[config.mk]
export PLATFORM = sky130hd
export DESIGN_NAME = amb_sequencer
export DESIGN_NICKNAME = d
export VERILOG_FILES = /design/src/rtl/amb_pkg.sv /design/src/rtl/amb_cfg_reg.sv /design/src/rtl/amb_wait_sync.sv /design/src/rtl/amb_phase_fsm.sv /design/src/rtl/amb_sequencer.sv
export SDC_FILE = /design/constraint.sdc
export NUM_CORES = 1
export LEC_CHECK = 0
export BUFFER_PORTS_ARGS = -buffer_cell sky130_fd_sc_hd__buf_2
export CAP_MARGIN = 20
export CELL_PAD_IN_SITES_DETAIL_PLACEMENT = 0
export CELL_PAD_IN_SITES_GLOBAL_PLACEMENT = 1
export CORE_UTILIZATION = 36
export CTS_BUF_LIST = sky130_fd_sc_hd__clkbuf_16
export DETAILED_ROUTE_END_ITERATION = 10
export PLACE_DENSITY = 0.84
export SYNTH_ARGS = -nofsm -noshare
export SYNTH_HDL_FRONTEND = slang
export SYNTH_SLANG_ARGS = --single-unit
[constraint.sdc]
create_clock -name clk -period 4.8 [get_ports clk]
set_clock_uncertainty 0.15 [all_clocks]
set_input_delay 0.96 -clock clk [delete_from_list [all_inputs] [get_ports clk]]
set_output_delay 0.96 -clock clk [all_outputs]
set_load 0.03 [all_outputs]
[src/rtl/amb_pkg.sv]
// Package for the asynchronous memory bank sequencer.
// Holds the timing-word layout, the decoded configuration type, the phase
// encoding and the counter width derived from the field widths.
package amb_pkg;

    localparam int CFG_W     = 32;
    localparam int SZ_LSB    = 0;
    localparam int SZ_W      = 2;
    localparam int MD_LSB    = 2;
    localparam int MD_W      = 2;
    localparam int RH_LSB    = 4;
    localparam int H_W       = 3;
    localparam int RS_LSB    = 7;
    localparam int S_W       = 6;
    localparam int RSU_LSB   = 13;
    localparam int SU_W      = 4;
    localparam int WH_LSB    = 17;
    localparam int WS_LSB    = 20;
    localparam int WSU_LSB   = 26;
    localparam int WEXT_BIT  = 30;
    localparam int WSYNC_BIT = 31;

    localparam logic [CFG_W-1:0] CFG_RST = 32'h3FFF_FFF2;

    localparam logic [SZ_W-1:0] SIZE_RSVD = 2'b11;
    localparam logic [MD_W-1:0] MODE_SRAM = 2'b00;
    localparam logic [MD_W-1:0] MODE_RSVD = 2'b10;

    // Number of flops in the wait synchroniser chain (one or all are tapped)
    localparam int SYNC_STAGES = 2;

    // Counter must hold the widest of the three phase loads
    localparam int CNT_W = (S_W > SU_W) ? ((S_W > H_W) ? S_W : H_W)
                                        : ((SU_W > H_W) ? SU_W : H_W);

    typedef struct packed {
        logic            wsync1;
        logic            wext;
        logic [SU_W-1:0] wsu;
        logic [S_W-1:0]  wstrb;
        logic [H_W-1:0]  whold;
        logic [SU_W-1:0] rsu;
        logic [S_W-1:0]  rstrb;
        logic [H_W-1:0]  rhold;
        logic [MD_W-1:0] mode;
        logic [SZ_W-1:0] size;
    } cfg_t;

    typedef enum logic [1:0] {
        PH_IDLE   = 2'd0,
        PH_SETUP  = 2'd1,
        PH_STROBE = 2'd2,
        PH_HOLD   = 2'd3
    } phase_e;

    // Split a raw timing word into named fields
    function automatic cfg_t unpack_cfg(input logic [CFG_W-1:0] w);
        cfg_t c;
        c.size   = w[SZ_LSB  +: SZ_W];
        c.mode   = w[MD_LSB  +: MD_W];
        c.rhold  = w[RH_LSB  +: H_W];
        c.rstrb  = w[RS_LSB  +: S_W];
        c.rsu    = w[RSU_LSB +: SU_W];
        c.whold  = w[WH_LSB  +: H_W];
        c.wstrb  = w[WS_LSB  +: S_W];
        c.wsu    = w[WSU_LSB +: SU_W];
        c.wext   = w[WEXT_BIT];
        c.wsync1 = w[WSYNC_BIT];
        return c;
    endfunction

    // True when a word carries a reserved width or mode code
    function automatic logic has_rsvd(input logic [CFG_W-1:0] w);
        return (w[SZ_LSB +: SZ_W] == SIZE_RSVD) || (w[MD_LSB +: MD_W] == MODE_RSVD);
    endfunction

endpackage

[src/rtl/amb_cfg_reg.sv]
// Timing-word register with a sticky reserved-code flag.
// Assumes: 'busy' is high whenever an access is running or being accepted;
// loads arriving then are dropped so a running access never sees a change.
module amb_cfg_reg
    import amb_pkg::*;
(
    input  logic             clk,
    input  logic             rst_n,
    input  logic             load,
    input  logic [CFG_W-1:0] load_word,
    input  logic             busy,
    output cfg_t             cfg,
    output logic             cfg_ok,
    output logic             cfg_err
);

    logic [CFG_W-1:0] word_q;
    logic             take;

    assign take = load && !busy;

    // Hold the active timing word; reload only while idle
    always_ff @(posedge clk) begin
        if (!rst_n)    word_q <= CFG_RST;
        else if (take) word_q <= load_word;
    end

    // Record any accepted load carrying a reserved code until reset
    always_ff @(posedge clk) begin
        if (!rst_n)                          cfg_err <= 1'b0;
        else if (take && has_rsvd(load_word)) cfg_err <= 1'b1;
    end

    // Decode fields and validity of the active word
    always_comb begin
        cfg    = unpack_cfg(word_q);
        cfg_ok = !has_rsvd(word_q);
    end

    AST_CFG_ERR_STICKY: assert property (@(posedge clk) disable iff (!rst_n)
        cfg_err |=> cfg_err);
    AST_CFG_FROZEN_BUSY: assert property (@(posedge clk) disable iff (!rst_n)
        busy |=> $stable(word_q));

endmodule

[src/rtl/amb_wait_sync.sv]
// Synchroniser chain for the asynchronous wait input.
// Output taps the first flop when 'tap_first' is set, else the last flop.
// Assumes: STAGES >= 2; chain resets to the released (low) state.
module amb_wait_sync #(
    parameter int STAGES = 2
) (
    input  logic clk,
    input  logic rst_n,
    input  logic async_in,
    input  logic tap_first,
    output logic synced
);

    logic [STAGES-1:0] chain;

    for (genvar i = 0; i < STAGES; i++) begin : g_stage
        if (i == 0) begin : g_head
            // First flop samples the raw pin
            always_ff @(posedge clk) begin
                if (!rst_n) chain[0] <= 1'b0;
                else        chain[0] <= async_in;
            end
        end else begin : g_tail
            // Later flops shift the previous stage along
            always_ff @(posedge clk) begin
                if (!rst_n) chain[i] <= 1'b0;
                else        chain[i] <= chain[i-1];
            end
        end
    end

    assign synced = tap_first ? chain[0] : chain[STAGES-1];

    AST_SYNC_ONE_FLOP: assert property (@(posedge clk) disable iff (!rst_n)
        (tap_first && $past(tap_first) && $past(rst_n)) |-> (synced == $past(async_in)));

endmodule

[src/rtl/amb_phase_fsm.sv]
// Phase sequencer: idle -> setup -> strobe (+wait) -> hold -> idle.
// Setup loads field-1 (skipped at 0), strobe loads max(field,1), hold
// loads field; each phase ends when its down-counter reaches zero.
// Assumes: timing word is stable during an access (see amb_cfg_reg).
module amb_phase_fsm
    import amb_pkg::*;
(
    input  logic   clk,
    input  logic   rst_n,
    input  logic   req,
    input  logic   req_we,
    input  cfg_t   cfg,
    input  logic   cfg_ok,
    input  logic   wait_s,
    output phase_e phase,
    output logic   is_wr,
    output logic   accept,
    output logic   last_strobe,
    output logic   ack
);

    logic [CNT_W-1:0] cnt, cnt_nxt;
    logic [CNT_W-1:0] su_len, st_len, ho_len;
    logic [S_W-1:0]   st_raw;
    phase_e           ph_nxt;
    logic             dir, wr_nxt, ack_nxt, wait_hold, wait_armed;

    assign dir        = (phase == PH_IDLE) ? req_we : is_wr;
    assign wait_armed = cfg.wext && (cfg.mode == MODE_SRAM);
    assign wait_hold  = wait_armed && wait_s;
    assign accept     = (phase == PH_IDLE) && req && cfg_ok;
    assign last_strobe = (phase == PH_STROBE) && (cnt == '0) && !wait_hold;

    // Select phase lengths for the direction in force
    always_comb begin
        su_len = CNT_W'(dir ? cfg.wsu : cfg.rsu);
        st_raw = dir ? cfg.wstrb : cfg.rstrb;
        st_len = (st_raw == '0) ? CNT_W'(1) : CNT_W'(st_raw);
        ho_len = CNT_W'(dir ? cfg.whold : cfg.rhold);
    end

    // Next phase, counter and completion pulse
    always_comb begin
        ph_nxt  = phase;
        cnt_nxt = cnt;
        wr_nxt  = is_wr;
        ack_nxt = 1'b0;
        case (phase)
            PH_IDLE: begin
                if (accept) begin
                    wr_nxt = req_we;
                    if (su_len != '0) begin
                        ph_nxt  = PH_SETUP;
                        cnt_nxt = su_len - CNT_W'(1);
                    end else begin
                        ph_nxt  = PH_STROBE;
                        cnt_nxt = st_len;
                    end
                end
            end
            PH_SETUP: begin
                if (cnt == '0) begin
                    ph_nxt  = PH_STROBE;
                    cnt_nxt = st_len;
                end else begin
                    cnt_nxt = cnt - CNT_W'(1);
                end
            end
            PH_STROBE: begin
                if (cnt != '0) begin
                    cnt_nxt = cnt - CNT_W'(1);
                end else if (!wait_hold) begin
                    ph_nxt  = PH_HOLD;
                    cnt_nxt = ho_len;
                end
            end
            PH_HOLD: begin
                if (cnt == '0) begin
                    ph_nxt  = PH_IDLE;
                    ack_nxt = 1'b1;
                end else begin
                    cnt_nxt = cnt - CNT_W'(1);
                end
            end
            default: ph_nxt = PH_IDLE;
        endcase
    end

    // State registers
    always_ff @(posedge clk) begin
        if (!rst_n) begin
            phase <= PH_IDLE;
            cnt   <= '0;
            is_wr <= 1'b0;
            ack   <= 1'b0;
        end else begin
            phase <= ph_nxt;
            cnt   <= cnt_nxt;
            is_wr <= wr_nxt;
            ack   <= ack_nxt;
        end
    end

    AST_ACK_SINGLE: assert property (@(posedge clk) disable iff (!rst_n)
        ack |=> !ack);
    AST_NO_START_RSVD: assert property (@(posedge clk) disable iff (!rst_n)
        (phase == PH_IDLE && !cfg_ok) |=> (phase == PH_IDLE));
    AST_STROBE_FLOOR: assert property (@(posedge clk) disable iff (!rst_n)
        $rose(phase == PH_STROBE) |=> (phase == PH_STROBE));
    AST_WAIT_INERT: assert property (@(posedge clk) disable iff (!rst_n)
        (phase == PH_STROBE && cnt == '0 && !wait_armed) |=> (phase == PH_HOLD));

endmodule

[src/rtl/amb_sequencer.sv]
// Top of the asynchronous memory bank sequencer.
// Captures the request at acceptance, drives the bank pins from the phase
// state, samples read data on the last strobe clock and reports config.
// Assumes: requester keeps req high until ack and drops it in the ack cycle.
module amb_sequencer
    import amb_pkg::*;
#(
    parameter int AW = 24,
    parameter int DW = 32
) (
    input  logic             clk,
    input  logic             rst_n,
    input  logic             cfg_we,
    input  logic [CFG_W-1:0] cfg_wdata,
    output logic [SZ_W-1:0]  cfg_size,
    output logic [MD_W-1:0]  cfg_mode,
    output logic             cfg_err,
    input  logic             req,
    input  logic             req_we,
    input  logic [AW-1:0]    req_addr,
    input  logic [DW-1:0]    req_wdata,
    output logic             ack,
    output logic [DW-1:0]    rsp_rdata,
    output logic             mem_cs_n,
    output logic             mem_re_n,
    output logic             mem_we_n,
    output logic [AW-1:0]    mem_addr,
    output logic [DW-1:0]    mem_wdata,
    input  logic [DW-1:0]    mem_rdata,
    input  logic             mem_wait
);

    cfg_t   cfg;
    phase_e phase;
    logic   cfg_ok, busy, accept, last_strobe, is_wr, wait_s;

    assign busy = (phase != PH_IDLE) || accept;

    amb_cfg_reg u_cfg (
        .clk       (clk),
        .rst_n     (rst_n),
        .load      (cfg_we),
        .load_word (cfg_wdata),
        .busy      (busy),
        .cfg       (cfg),
        .cfg_ok    (cfg_ok),
        .cfg_err   (cfg_err)
    );

    amb_wait_sync #(.STAGES(SYNC_STAGES)) u_wsync (
        .clk       (clk),
        .rst_n     (rst_n),
        .async_in  (mem_wait),
        .tap_first (cfg.wsync1),
        .synced    (wait_s)
    );

    amb_phase_fsm u_fsm (
        .clk         (clk),
        .rst_n       (rst_n),
        .req         (req),
        .req_we      (req_we),
        .cfg         (cfg),
        .cfg_ok      (cfg_ok),
        .wait_s      (wait_s),
        .phase       (phase),
        .is_wr       (is_wr),
        .accept      (accept),
        .last_strobe (last_strobe),
        .ack         (ack)
    );

    // Latch address and write data when a request is taken
    always_ff @(posedge clk) begin
        if (!rst_n) begin
            mem_addr  <= '0;
            mem_wdata <= '0;
        end else if (accept) begin
            mem_addr  <= req_addr;
            mem_wdata <= req_wdata;
        end
    end

    // Sample bank data at the end of the final read strobe clock
    always_ff @(posedge clk) begin
        if (!rst_n)                     rsp_rdata <= '0;
        else if (last_strobe && !is_wr) rsp_rdata <= mem_rdata;
    end

    // Pin decode from the registered phase
    always_comb begin
        mem_cs_n = (phase == PH_IDLE);
        mem_re_n = !((phase == PH_STROBE) && !is_wr);
        mem_we_n = !((phase == PH_STROBE) && is_wr);
        cfg_size = cfg.size;
        cfg_mode = cfg.mode;
    end

    AST_ENABLES_EXCLUSIVE: assert property (@(posedge clk) disable iff (!rst_n)
        (mem_re_n || mem_we_n));
    AST_STROBE_INSIDE_CS: assert property (@(posedge clk) disable iff (!rst_n)
        (!mem_re_n || !mem_we_n) |-> !mem_cs_n);
    AST_BUS_STEADY: assert property (@(posedge clk) disable iff (!rst_n)
        (!mem_cs_n && $past(!mem_cs_n)) |-> ($stable(mem_addr) && $stable(mem_wdata)));

endmodule

# Yosys cells after proc, flatten, opt, wreduce, memory -nomap -nowiden
# Cells that the tools add are included.
word_totals:
  ff_bits: 133
  word_cells: 79
op_classes:
  addsub: 2
  n_eq_ne: 14
  muxes: 21
  n_reduce_logical: 31
ops:
  columns: ["operator", "count"]
  rows:
  - ["$mux W6", 8]
  - ["$pmux W6 S4", 1]
  - ["$eq A2 B2 Y1 const B", 6]
  - ["$logic_not A6 Y1", 2]
  - ["$mux W2", 6]
  - ["$reduce_bool A6 Y1", 2]
  - ["$sub A6 B1 Y6 const B", 2]
  - ["$logic_and A1 B1 Y1", 11]
  - ["$pmux W2 S4", 1]
  - ["$logic_not A1 Y1", 6]
  - ["$ne A2 B1 Y1 const B", 3]
  - ["$ne A2 B2 Y1 const B", 3]
  - ["$reduce_and A5 Y1", 1]
  - ["$logic_not A2 Y1", 2]
  - ["$mux W4", 1]
  - ["$reduce_and A2 Y1", 2]
  - ["$logic_or A1 B1 Y1", 3]
  - ["$mux W1", 3]
  - ["$mux W3", 1]
  - ["$ne A3 B3 Y1 const B", 1]
  - ["$reduce_and A3 Y1", 1]
  - ["$eq A2 B1 Y1 const B", 1]
  - ["$reduce_bool A2 Y1", 1]

# Logic depth before layout (Yosys ltp)
depth:
  word_depth: 8
  depth_mapped: 11

# By module
# From an unflattened synthesis, not the netlist that was laid out.
unflattened:
  cells_unflattened: 622
  area_unflattened_um2: 5818.1
by_module_without_submodules:
  columns: ["module", "instances", "cells_each", "area_each_um2", "seq_area_each_um2"]
  rows:
  - ["amb_sequencer", 1, 325, 3413.3, 1761.7]
  - ["amb_cfg_reg", 1, 148, 1187.4, 660.6]
  - ["amb_phase_fsm", 1, 144, 1149.9, 200.2]
  - ["amb_wait_sync", 1, 5, 67.6, 40.0]

# Worst setup path before layout
# Ideal clock, no wire load.
synth_timing:
  path_type: "register to register"
  startpoint: "register u_fsm.phase[0]"
  endpoint: "register u_fsm.cnt[0]"
  arrival_time_ns: 2.820
  t_required_ns: 4.573
  path_slack_ns: 1.754
  stages_incl_launch_ff: 12
  period_less_slack_ns: 3.046
  cell_sequence: "dfxtp_1 inv_1 ha_1 mux2i_4 buf_4 mux2i_1 ha_1 nor3b_1 mux2i_1 or2_4 a211o_1 a41oi_2"
synth_via:
  elab_chain_len: 8
synth_lines:
  columns: ["item", "line", "text"]
  rows:
  - ["start, declared", "amb_phase_fsm.sv:15", "output phase_e phase,"]
  - ["start signal, assigned", "amb_phase_fsm.sv:97", "phase <= ph_nxt;"]
  - ["$logic_not A2 Y1 (*)", null, null]
  - ["net mem_cs_n", "amb_sequencer.sv:24", "output logic mem_cs_n,"]
  - ["parallel branches: the longest is 7 deep, another holds $sub A6 B1 Y6", null, null]
  - ["end signal, assigned", "amb_phase_fsm.sv:98", "cnt <= cnt_nxt;"]
  - ["end, declared", "amb_phase_fsm.sv:22", "logic [CNT_W-1:0] cnt, cnt_nxt;"]
# Mark *: on every way through the listed nets, which the timed path passes. The select of a mux whose other input is x is not followed.
# A chain may end at the register's enable or synchronous reset.

# Worst setup path in the final report
layout_timing:
  startpoint: "register u_fsm.phase[1]"
  endpoint: "register u_fsm.cnt[0]"
layout_via:
  elab_chain_len: 8
layout_lines:
  columns: ["item"]
  rows:
  - ["parallel branches: the longest is 8 deep, another holds $sub A6 B1 Y6"]
# Several ways; the timed one is not identified. The select of a mux whose other input is x is not followed.

==> flow_summary.yaml <==
worst_setup_path:
  worstPathRequired_ns: 4.99
  critPathMaxFanout: 17
  slowest_stage: "mux2i_4"
  cp-start-kind: "flop"
  r2r_setup_slack_ns: 1.31
  endpoint_kind: "flop"
  worst_path_largest_cell_delay_ns: 0.68
  cp.arrival_ns: 3.67
  crit_chain: "inv_1 > ha_1 > mux2i_4 > mux2i_1 > ha_1 > nor3b_1 > mux2i_1 > or2_4 > a211o_1 > a41oi_2"
  rr_worst_depth: 10
  worstSetupPathType: "flop to flop"
min_path:
  hold_depth: 2
  hold_path_class: "flop to flop"
routing:
  viasPerCell: 4.80
  drc: 0
  wl_per_cell_um: 13.5
  postRouteAntennaNets: 0
  wl_um: 14600
  drt_first_pass_iters: 5
  vias: 5159
  dr.first_iter.drc_count: 304
logic_synthesis:
  async_reset_ff_share_pct: 0
  yosysWarningCount: 0
  syn_area_sq_um: 5330
  synthCells: 675
  synth_fp_nets: 808
  avgSynthCellArea_sq_um: 7.89
  synth-edff-count: 0
  seq_area_frac_synth_pct: 50.0
  ys_seq_elements: 133
  yosys_most_used_dff: "dfxtp_1"
  yosysUniqueCellTypes: 50
clock_tree:
  cts_resized: 0
  cts_tree: "done"
  htreeDepth: 4
  path_clk_slew_ns: 0.05
  postCtsSetupRepairBufs: 0
  clock-sinks: 133
  clock-root-buffer: "clkbuf_16"
  clk_path_buf_depth: 2
  clk_latency_ns: 0.42
  cts_inserted_buffers: 17
  hold_buffers: 0
sta:
  whs_ns: 0.299
  rsz0062_at_grt: "false"
  fin_setup_tns_ns: 0
  min_period_ns: 3.49
  finalSetupViolCount: 0
  hold_viol: 0
  drv_slew: 0
  worst_pin_slew_ns: 0.944
  fin_crit_sh_pct: 72.6
  max_freq_ghz: 0.287
  layout_setup_ws_ns: 1.31
  slew_headroom_pct: 36.8
final_layout:
  synthToLayoutAreaGrowth_pct: 34.0
  n_antenna_cell: 0
  multi_input_area_sq_um: 2400
  final_util_pct: 49.3
  layout-drive-gt1-share_pct: 29.9
  nNetsFinal: 1010
  nFillCells: 1459
  layout.cells.non_filler: 1074
  fin_area_sq_um: 7130
  seq_area_sq_um: 2660
floorplanning:
  die_w_um: 124
  die_h_um: 124
  row_count: 44
  die-area_sq_um: 15300
  pin_count: 223
  start_util_pct: 36.8
  coreArea_sq_um: 14500
global_routing:
  track_usage_pct: 18.9
  grt_pass1_vias: 4510
  grt_start_max_net_pins: 61
  antenna_found_initial: 0
  grt_pass1_wl_um: 22400
  gr-total-overflow: 0
power_and_ir_drop:
  p_sw_share_pct: 37.0
  power_frac_clock_pct: 30.6
  peakVddDrop_uv: 291
  internal-power_mw: 2.60
  power_mw: 4.13
  p_sw_mw: 1.53
  powerDensity_nw_per_um2: 579
  power_leakage_nw: 3.29
  p_comb_share_pct: 34.0
  power.share.sequential_pct: 35.4
placed_design:
  placed_area_sq_um: 6510
  gp_congestion: 0.861
  dp_slack_ns: 1.30
  io_buffers: 222
  dp_cells: 1040
  hpwlAfterDp_um: 10300
flow_run:
  maxCapViolations: 0
outcome:
  status: "finished, final reports clean"
[worst max-delay path: cells and delay by family, from the launching register on]
kind | cells | cell delay (ns)
flops | 1 | 0.33
compound gates | 2 | 0.44
buf+inv | 1 | 0.09
mux | 3 | 1.15
simple gates | 2 | 0.53
fa+ha+maj | 2 | 0.71
[path summary, 6_finish.rpt]
| check | to | start |
|---|---|---|
| setup / recovery | u_fsm.cnt[0] | u_fsm.phase[1] |
| hold / removal | mem_wdata[31] | mem_wdata[31] |
| setup reg to reg | u_fsm.cnt[0] | u_fsm.phase[1] |
| hold reg to reg | mem_wdata[31] | mem_wdata[31] |
[cells in the mapped netlist, types with 4 or more instances]
| cell | count | area share (%) |
|---|---|---|
| nand2_1 | 251 | 18 |
| dfxtp_1 | 133 | 50 |
| a21oi_1 | 102 | 9.6 |
| clkbuf_1 | 28 | 2.0 |
| nand3_1 | 27 | 2.5 |
| nor2_1 | 14 | 0.99 |
| mux2i_1 | 11 | 2.1 |
| buf_2 | 8 | 0.75 |
| inv_1 | 8 | 0.56 |
| ha_1 | 7 | 1.6 |
| o22ai_1 | 7 | 0.82 |
| o21ai_1 | 6 | 0.56 |
| buf_4 | 5 | 0.70 |
| nor3_1 | 5 | 0.47 |
| o21ai_0 | 4 | 0.38 |
[layout by cell type, fill, tap and decap left out, drive strengths merged, types with 6 or more instances in the layout]
cell and count:
o22ai 7, nand2 251, nand3 28, nor2 14
nor3 7, ha 7, a21oi 102, dfxtp 133
clkbuf 17, o21ai 10, buf 230, clkinv 6
mux2i 12, inv 14
[cell type report]
class                   count  area share [%]
inverters                  10           0.526
flip-flops and latches    133            37.3
clock buffers              17            5.96
multi-input cells         485            33.7
repair buffers            230            17.2
clock inverters            15            2.10
well taps                 184            3.23
[cells by family after synthesis]
logic type / Yosys count / share of synthesized area [%]
muxes: 14 / 3.13
buffers and inverters: 57 / 4.98
adders and majority gates: 7 / 1.64
xor gates and xnor gates: 3 / 0.494
DFF: 133 / 50.0
and+or+nand+nor: 320 / 25.0
AOI/OAI and AO/OA: 141 / 14.8
[per-layer routing]
metal,GRT usage [%],part of all wire [%],vias to the layer above
met5,0,0,-
met4,7.68,1.5,0
met3,5.63,6.7,20
met2,29.4,46,175
met1,24.5,46,2312
li1,-,-,2652
[sequential cells by signal, summed over array words and instances (netlist names)]
signal,count
mem_wdata,32
rsp_rdata,32
u_cfg.cfg,32
mem_addr,24
u_fsm.cnt,6
u_fsm.phase,2
u_wsync.chain,2
u_cfg.cfg_err,1
u_fsm.ack,1
u_fsm.is_wr,1
[power groups by stage]
stage | clock, mW | sequential, mW | combinational, mW
global placement | 0 | 1.48 | 1.38
finish | 1.27 | 1.46 | 1.40
global route | 1.35 | 1.50 | 1.57
floorplan | 0 | 1.67 | 0.834
CTS | 1.29 | 1.46 | 1.40
detailed placement | 0 | 1.49 | 1.39
No activity file was read; power rests on OpenSTA's default activity.
